### src/rtl/keybank_pkg.sv
// Shared constants and types for the two-key guarded register bank.
// Assumes byte addressing with 32-bit words.
package keybank_pkg;
    localparam int unsigned BANK_ADDR_W = 8;
    localparam int unsigned BANK_DATA_W = 32;

    localparam logic [31:0] KEY_FIRST  = 32'h83E7_0B13;
    localparam logic [31:0] KEY_SECOND = 32'h95A4_F1E0;

    localparam logic [7:0] OFF_CTRL  = 8'h00;
    localparam logic [7:0] OFF_IRQEN = 8'h04;
    localparam logic [7:0] OFF_OSC   = 8'h08;
    localparam logic [7:0] OFF_WAKE  = 8'h0C;
    localparam logic [7:0] OFF_SCR0  = 8'h60;
    localparam logic [7:0] OFF_KEYA  = 8'h6C;
    localparam logic [7:0] OFF_KEYB  = 8'h70;

    typedef enum logic [1:0] {
        GUARD_LOCKED = 2'd0,
        GUARD_ARMED  = 2'd1,
        GUARD_OPEN   = 2'd2
    } guard_state_e;
endpackage

### src/rtl/key_guard.sv
// Lock state machine. It watches writes to the two key slots and opens the
// bank only after the ordered magic pair has been written.
// Assumes wr_en is already qualified by valid and write.
module key_guard
    import keybank_pkg::*;
#(
    parameter int unsigned ADDR_W = BANK_ADDR_W,
    parameter int unsigned DATA_W = BANK_DATA_W
) (
    input  logic              clk,
    input  logic              rst_n,
    input  logic              wr_en,
    input  logic [ADDR_W-1:0] addr,
    input  logic [DATA_W-1:0] wdata,
    output logic              unlocked
);
    localparam logic [ADDR_W-1:0] A_KEYA = ADDR_W'(OFF_KEYA);
    localparam logic [ADDR_W-1:0] A_KEYB = ADDR_W'(OFF_KEYB);
    localparam logic [DATA_W-1:0] K_A    = DATA_W'(KEY_FIRST);
    localparam logic [DATA_W-1:0] K_B    = DATA_W'(KEY_SECOND);

    guard_state_e state_q, state_d;
    logic hit_a, hit_b;

    assign hit_a = wr_en && (addr == A_KEYA);
    assign hit_b = wr_en && (addr == A_KEYB);

    // Next lock state from key-slot writes.
    always_comb begin
        state_d = state_q;
        if (hit_a) begin
            state_d = (wdata == K_A) ? GUARD_ARMED : GUARD_LOCKED;
        end else if (hit_b) begin
            if (wdata != K_B)
                state_d = GUARD_LOCKED;
            else if (state_q == GUARD_ARMED || state_q == GUARD_OPEN)
                state_d = GUARD_OPEN;
            else
                state_d = GUARD_LOCKED;
        end
    end

    // Lock state register.
    always_ff @(posedge clk) begin
        if (!rst_n) state_q <= GUARD_LOCKED;
        else        state_q <= state_d;
    end

    assign unlocked = (state_q == GUARD_OPEN);


    pair_opens_chk: assert property (@(posedge clk) disable iff (!rst_n)
        (hit_b && wdata == K_B && state_q == GUARD_ARMED) |=> unlocked);


    bad_key_locks_chk: assert property (@(posedge clk) disable iff (!rst_n)
        ((hit_a && wdata != K_A) || (hit_b && wdata != K_B)) |=> !unlocked);


    lone_second_chk: assert property (@(posedge clk) disable iff (!rst_n)
        (state_q == GUARD_LOCKED && !hit_a) |=> !unlocked);


    first_relocks_chk: assert property (@(posedge clk) disable iff (!rst_n)
        (hit_a && unlocked) |=> !unlocked);
endmodule

### src/rtl/prot_store.sv
// Protected storage: narrow configuration registers, the full-width
// interrupt-enable register and the scratch words. A write lands only when
// the guard reports the bank open.
// Assumes wr_en is already qualified by valid and write.
module prot_store
    import keybank_pkg::*;
#(
    parameter int unsigned ADDR_W    = BANK_ADDR_W,
    parameter int unsigned DATA_W    = BANK_DATA_W,
    parameter int unsigned NARROW_W  = 8,
    parameter int unsigned N_NARROW  = 3,
    parameter int unsigned N_SCRATCH = 3
) (
    input  logic                                 clk,
    input  logic                                 rst_n,
    input  logic                                 wr_en,
    input  logic                                 unlocked,
    input  logic [ADDR_W-1:0]                    addr,
    input  logic [DATA_W-1:0]                    wdata,
    output logic [N_NARROW-1:0][NARROW_W-1:0]    narrow_q,
    output logic [DATA_W-1:0]                    irq_en_q,
    output logic [N_SCRATCH-1:0][DATA_W-1:0]     scratch_q
);
    localparam logic [ADDR_W-1:0] A_IRQ = ADDR_W'(OFF_IRQEN);
    localparam int unsigned STRIDE = DATA_W / 8;

    logic gated;
    assign gated = wr_en && unlocked;

    // Byte address of narrow register i.
    function automatic logic [ADDR_W-1:0] narrow_off(input int unsigned i);
        case (i)
            0:       return ADDR_W'(OFF_CTRL);
            1:       return ADDR_W'(OFF_OSC);
            default: return ADDR_W'(OFF_WAKE);
        endcase
    endfunction

    for (genvar gi = 0; gi < N_NARROW; gi++) begin : g_narrow
        // Narrow register: keeps the low bits of an accepted write.
        always_ff @(posedge clk) begin
            if (!rst_n)
                narrow_q[gi] <= '0;
            else if (gated && addr == narrow_off(gi))
                narrow_q[gi] <= wdata[NARROW_W-1:0];
        end
    end

    // Interrupt-enable register: full-width store.
    always_ff @(posedge clk) begin
        if (!rst_n)
            irq_en_q <= '0;
        else if (gated && addr == A_IRQ)
            irq_en_q <= wdata;
    end

    for (genvar gs = 0; gs < N_SCRATCH; gs++) begin : g_scratch
        localparam logic [ADDR_W-1:0] A_SCR = ADDR_W'(OFF_SCR0 + gs * STRIDE);
        // Scratch word: full-width store at its stride slot.
        always_ff @(posedge clk) begin
            if (!rst_n)
                scratch_q[gs] <= '0;
            else if (gated && addr == A_SCR)
                scratch_q[gs] <= wdata;
        end
    end


    locked_hold_chk: assert property (@(posedge clk) disable iff (!rst_n)
        !unlocked |=> $stable({narrow_q, irq_en_q, scratch_q}));


    irq_full_chk: assert property (@(posedge clk) disable iff (!rst_n)
        (gated && addr == A_IRQ) |=> irq_en_q == $past(wdata));
endmodule

### src/rtl/read_mux.sv
// Read path: selects stored contents by byte address, zero elsewhere.
// Assumes reads are combinational and never gated by the lock.
module read_mux
    import keybank_pkg::*;
#(
    parameter int unsigned ADDR_W    = BANK_ADDR_W,
    parameter int unsigned DATA_W    = BANK_DATA_W,
    parameter int unsigned NARROW_W  = 8,
    parameter int unsigned N_NARROW  = 3,
    parameter int unsigned N_SCRATCH = 3
) (
    input  logic [ADDR_W-1:0]                    addr,
    input  logic [N_NARROW-1:0][NARROW_W-1:0]    narrow_q,
    input  logic [DATA_W-1:0]                    irq_en_q,
    input  logic [N_SCRATCH-1:0][DATA_W-1:0]     scratch_q,
    output logic [DATA_W-1:0]                    rdata
);
    localparam int unsigned STRIDE = DATA_W / 8;

    // Byte address of narrow register i.
    function automatic logic [ADDR_W-1:0] narrow_off(input int unsigned i);
        case (i)
            0:       return ADDR_W'(OFF_CTRL);
            1:       return ADDR_W'(OFF_OSC);
            default: return ADDR_W'(OFF_WAKE);
        endcase
    endfunction

    // Address decode for reads.
    always_comb begin
        rdata = '0;
        for (int i = 0; i < N_NARROW; i++)
            if (addr == narrow_off(i))
                rdata = DATA_W'(narrow_q[i]);
        if (addr == ADDR_W'(OFF_IRQEN))
            rdata = irq_en_q;
        for (int s = 0; s < N_SCRATCH; s++)
            if (addr == ADDR_W'(OFF_SCR0 + s * STRIDE))
                rdata = scratch_q[s];
    end


    always_comb begin
        for (int i = 0; i < N_NARROW; i++)
            if (addr == narrow_off(i))
                narrow_upper_zero_chk: assert (rdata[DATA_W-1:NARROW_W] == '0);
    end
endmodule

### src/rtl/keyed_reg_bank.sv
// Top of the two-key guarded register bank: ties the lock guard, the
// protected storage and the read path together.
// Assumes a single-cycle valid/write/address/data request interface.
module keyed_reg_bank
    import keybank_pkg::*;
#(
    parameter int unsigned ADDR_W    = BANK_ADDR_W,
    parameter int unsigned DATA_W    = BANK_DATA_W,
    parameter int unsigned NARROW_W  = 8,
    parameter int unsigned N_SCRATCH = 3
) (
    input  logic              clk,
    input  logic              rst_n,
    input  logic              req_valid,
    input  logic              req_write,
    input  logic [ADDR_W-1:0] req_addr,
    input  logic [DATA_W-1:0] req_wdata,
    output logic [DATA_W-1:0] rsp_rdata,
    output logic              unlocked
);
    localparam int unsigned N_NARROW = 3;

    logic wr_en;
    logic [N_NARROW-1:0][NARROW_W-1:0] narrow_q;
    logic [DATA_W-1:0]                 irq_en_q;
    logic [N_SCRATCH-1:0][DATA_W-1:0]  scratch_q;

    assign wr_en = req_valid && req_write;

    key_guard #(.ADDR_W(ADDR_W), .DATA_W(DATA_W)) u_guard (
        .clk(clk), .rst_n(rst_n), .wr_en(wr_en),
        .addr(req_addr), .wdata(req_wdata), .unlocked(unlocked)
    );

    prot_store #(
        .ADDR_W(ADDR_W), .DATA_W(DATA_W), .NARROW_W(NARROW_W),
        .N_NARROW(N_NARROW), .N_SCRATCH(N_SCRATCH)
    ) u_store (
        .clk(clk), .rst_n(rst_n), .wr_en(wr_en), .unlocked(unlocked),
        .addr(req_addr), .wdata(req_wdata),
        .narrow_q(narrow_q), .irq_en_q(irq_en_q), .scratch_q(scratch_q)
    );

    read_mux #(
        .ADDR_W(ADDR_W), .DATA_W(DATA_W), .NARROW_W(NARROW_W),
        .N_NARROW(N_NARROW), .N_SCRATCH(N_SCRATCH)
    ) u_rd (
        .addr(req_addr), .narrow_q(narrow_q), .irq_en_q(irq_en_q),
        .scratch_q(scratch_q), .rdata(rsp_rdata)
    );
endmodule

### config.mk
export PLATFORM = sky130hd
export DESIGN_NAME = keyed_reg_bank
export DESIGN_NICKNAME = d
export VERILOG_FILES = /design/src/rtl/keybank_pkg.sv /design/src/rtl/key_guard.sv /design/src/rtl/prot_store.sv /design/src/rtl/read_mux.sv /design/src/rtl/keyed_reg_bank.sv
export SDC_FILE = /design/constraint.sdc
export NUM_CORES = 1
export LEC_CHECK = 0
export ABC_AREA = 1
export BUFFER_PORTS_ARGS = -buffer_cell sky130_fd_sc_hd__buf_4
export CAP_MARGIN = 20
export CORE_ASPECT_RATIO = 1.5
export CORE_MARGIN = 2
export CORE_UTILIZATION = 58
export CTS_CLUSTER_SIZE = 30
export DETAILED_ROUTE_END_ITERATION = 8
export GPL_TIMING_DRIVEN = 0
export PLACE_DENSITY = 0.86
export SLEW_MARGIN = 20
export SYNTH_ARGS = -nofsm -noshare
export SYNTH_HDL_FRONTEND = slang
export SYNTH_SLANG_ARGS = --single-unit
### constraint.sdc
create_clock -name clk -period 3.55 [get_ports clk]
set_clock_uncertainty 0.15 [all_clocks]
set_input_delay 0.1775 -clock clk [delete_from_list [all_inputs] [get_ports clk]]
set_output_delay 0.1775 -clock clk [all_outputs]
set_load 0.05 [all_outputs]
==> flow_summary.json <==
{
  "status": "finished clean",
  "period_share_pct": 67.2,
  "drive_gt1_share_pct": 14.6,
  "grt_pass1_vias": 7073,
  "cts_buffers": 17,
  "rr_startpoint": "u_guard.state_q[0]$_SDFFE_PN0P_",
  "startpoint_type": "input pin",
  "worst_pin_slew_ps": 650,
  "hold_violations": 0,
  "area_growth_pct": 23.5,
  "clk_latency_ps": 430,
  "rr_endpoint": "u_store.scratch_q[10]$_SDFFE_PN0P_",
  "viasPerCell": 5.87,
  "clock_sinks": 154,
  "fmax_mhz": 419,
  "path_class": "input pin to output port",
  "ir_worst_vdd_mv": 0.352,
  "rows": 48,
  "wl_per_cell_um": 17.1,
  "yosysTopAreaCell": "dfxtp_1",
  "yosysSeqAreaShare_pct": 45.0,
  "relSlewSlack_pct": 56.5,
  "finalCriticalPeriod_ps": 2380,
  "synth_top_family_by_area": "simple AND/OR/NAND/NOR gates",
  "crit_required_ps": 3220,
  "holdPathStages": 3,
  "grt_util_all_layers_pct": 34.1,
  "cts-root-buf": "clkbuf_16",
  "grt_pass1_wl_um": 34000,
  "final.setup.tns_ps": 0,
  "slew_viol_final": 0,
  "synth_area_leaders": "dfxtp_1 45%, nand2_1 14%, nand3_1 9.4%",
  "synth_compound_area_share_pct": 12.3,
  "end_kind": "output port",
  "ys_seq_elements": 154,
  "drc": 0,
  "die-area_um2": 12700,
  "cts_buffer_depth": 2,
  "cts-resized-gates": 0,
  "netlist_instances": 991,
  "hp-class": "input pin to flip-flop",
  "cp_data_arrival_time_ps": 2060,
  "final_antenna_net_count": 0,
  "ys_types": 25,
  "wl_um": 21800,
  "core_um2": 11500,
  "yosysTopAreaCellShare_pct": 45.0,
  "port_buffers": 73,
  "cts_setup_buffers": 0,
  "ios": 77,
  "place_congestion": 0.900,
  "power_density_nw_per_um2": 441,
  "dpl.hpwl_um": 15000,
  "min-delay-start": "req_wdata[4]",
  "drt_pass1_iterations": 9,
  "maxCapViolCount": 0,
  "synth-simple-area-share_pct": 35.1,
  "tritoncts": "built",
  "rsz0062_at_grt": "no",
  "setup_viol": 0,
  "clk_pin_slew_ps": 60,
  "start_util_pct": 59.5,
  "power_leakage_nw": 3.31,
  "grt_max_degree": 17,
  "hold_end": "u_store.narrow_q[20]$_SDFFE_PN0P_",
  "die_h_um": 137,
  "htreeDepth": 4,
  "ff2ff_path_depth": 9,
  "synth.net_count": 1036,
  "cts_hold_repair.buffers": 29,
  "n_antenna_cell": 0,
  "grt_overflow": 0,
  "r2r_slack_ps": 1530,
  "netlist_area_um2": 6860,
  "synth_xor_area_share_pct": 0,
  "ys_warn_count": 0,
  "vias": 7490,
  "grt_antenna_before_repair": 0,
  "synth_fa_ha_area_share_pct": 0.182,
  "power_mw": 3.73,
  "crit_path_max_fanout": 10,
  "drt_iter0_drc": 831,
  "nNetsFinal": 1157,
  "die-width_um": 92.8,
  "synth.area.mux_share_pct": 0,
  "avgSynthCellArea_um2": 6.92
}
final cells by class:
| class | instances | area (µm²) |
|---|---|---|
| Multi-Input combinational cell | 726 | 3260 |
| Fill cell | 942 | 3060 |
| Timing Repair Buffer | 102 | 838 |
| Tap cell | 150 | 188 |
| Clock inverter | 13 | 144 |
| Buffer | 72 | 364 |
| Inverter | 39 | 146 |
| Sequential cell | 154 | 3080 |
| Clock buffer | 19 | 443 |
critical path: stages:
cell	delay (ps)
buf_4	110
nor2_1	100
nand2_1	120
inv_2	180
nand2_2	210
inv_1	330
buf_2	350
nand2_1	120
nand4_1	140
buf_4	210
worst max-delay path by stage:
stage | startpoint | end | depth (start not counted)
final | req_addr[7] | rsp_rdata[26] | 10
after global routing | req_addr[7] | rsp_rdata[26] | 10
after CTS | req_addr[7] | rsp_rdata[26] | 10
after detailed placement | req_addr[7] | rsp_rdata[26] | 10
after global placement | req_addr[7] | rsp_rdata[26] | 10
after floorplan | u_guard.state_q[0]$_SDFFE_PN0P_ | u_store.scratch_q[39]$_SDFFE_PN0P_ | 9
flip-flops by register name (all words and copies together), names as in the netlist:
register,cells
u_store.irq_en_q,32
u_guard.state_q,2
u_store.narrow_q,24
u_store.scratch_q,96
power breakdown:
group	total, mW	internal [mW]	switching, mW
registers	1.73	1.73	0.00000900
clock network	1.83	1.06	0.773
logic	0.172	0.0663	0.106
total	3.73	2.85	0.879
metal layers:
metal  share of wire [%]  track usage [%]
met1                  37             37.6
met2                  50             60.4
met3                 7.8             6.06
met4                 5.3             21.0
met5                   0                0
cells in the final DEF, fill, tap and decap left out:
cell type,netlist,final
o21ai_0,52,52
clkinvlp_4,0,4
and2_1,1,1
dfxtp_1,154,154
buf_2,30,30
nand3_2,1,1
or2_2,1,1
nor3b_1,1,1
buf_4,15,88
dlygate4sd3_1,0,29
inv_2,5,5
clkbuf_1,25,26
nor2_4,2,2
buf_1,2,2
nor2_1,119,119
clkinv_4,0,2
ha_1,1,1
bufinv_16,0,2
nand3_1,129,129
nor3_2,3,3
inv_1,34,34
a21oi_1,113,113
nand4_1,34,34
nand2_2,2,2
o21ai_1,4,4
nor3_1,9,9
nand2_1,252,252
inv_6,0,3
clkinv_2,0,2
clkbuf_16,0,17
nand3b_1,1,1
nor2_2,1,1
clkbuf_8,0,1
through the flow:
step,cells,area [µm²],hold slack [ps],util (%),setup WS (ps)
floorplan,991,6860,162,-,1550
global placement,1214,7590,297,65.8,1220
detailed placement,1214,7590,302,65.8,1210
CTS,1275,8470,26.8,73.4,1200
global route,1275,8470,73.7,73.4,1080
finish,1275,8470,36.6,73.4,1170
Yosys cell counts (all sizes together):
| master | instances |
|---|---|
| dfxtp | 154 |
| clkbuf | 25 |
| nor3b | 1 |
| nand3b | 1 |
| inv | 39 |
| ha | 1 |
| nor2 | 122 |
| buf | 47 |
| o21ai | 56 |
| nand3 | 130 |
| nand4 | 34 |
| or2 | 1 |
| a21oi | 113 |
| nor3 | 12 |
| and2 | 1 |
| nand2 | 254 |
kinds of logic (layout without fill, tap and decap cells):
group / Yosys count / after routing
flip-flops: 154 / 154
buffers and inverters: 111 / 245
AND/OR/NAND/NOR: 556 / 556
adder cells (fa/ha/maj): 1 / 1
AO/OA/AOI/OAI: 169 / 169
Note: power is estimated with default switching activity, not from simulation.
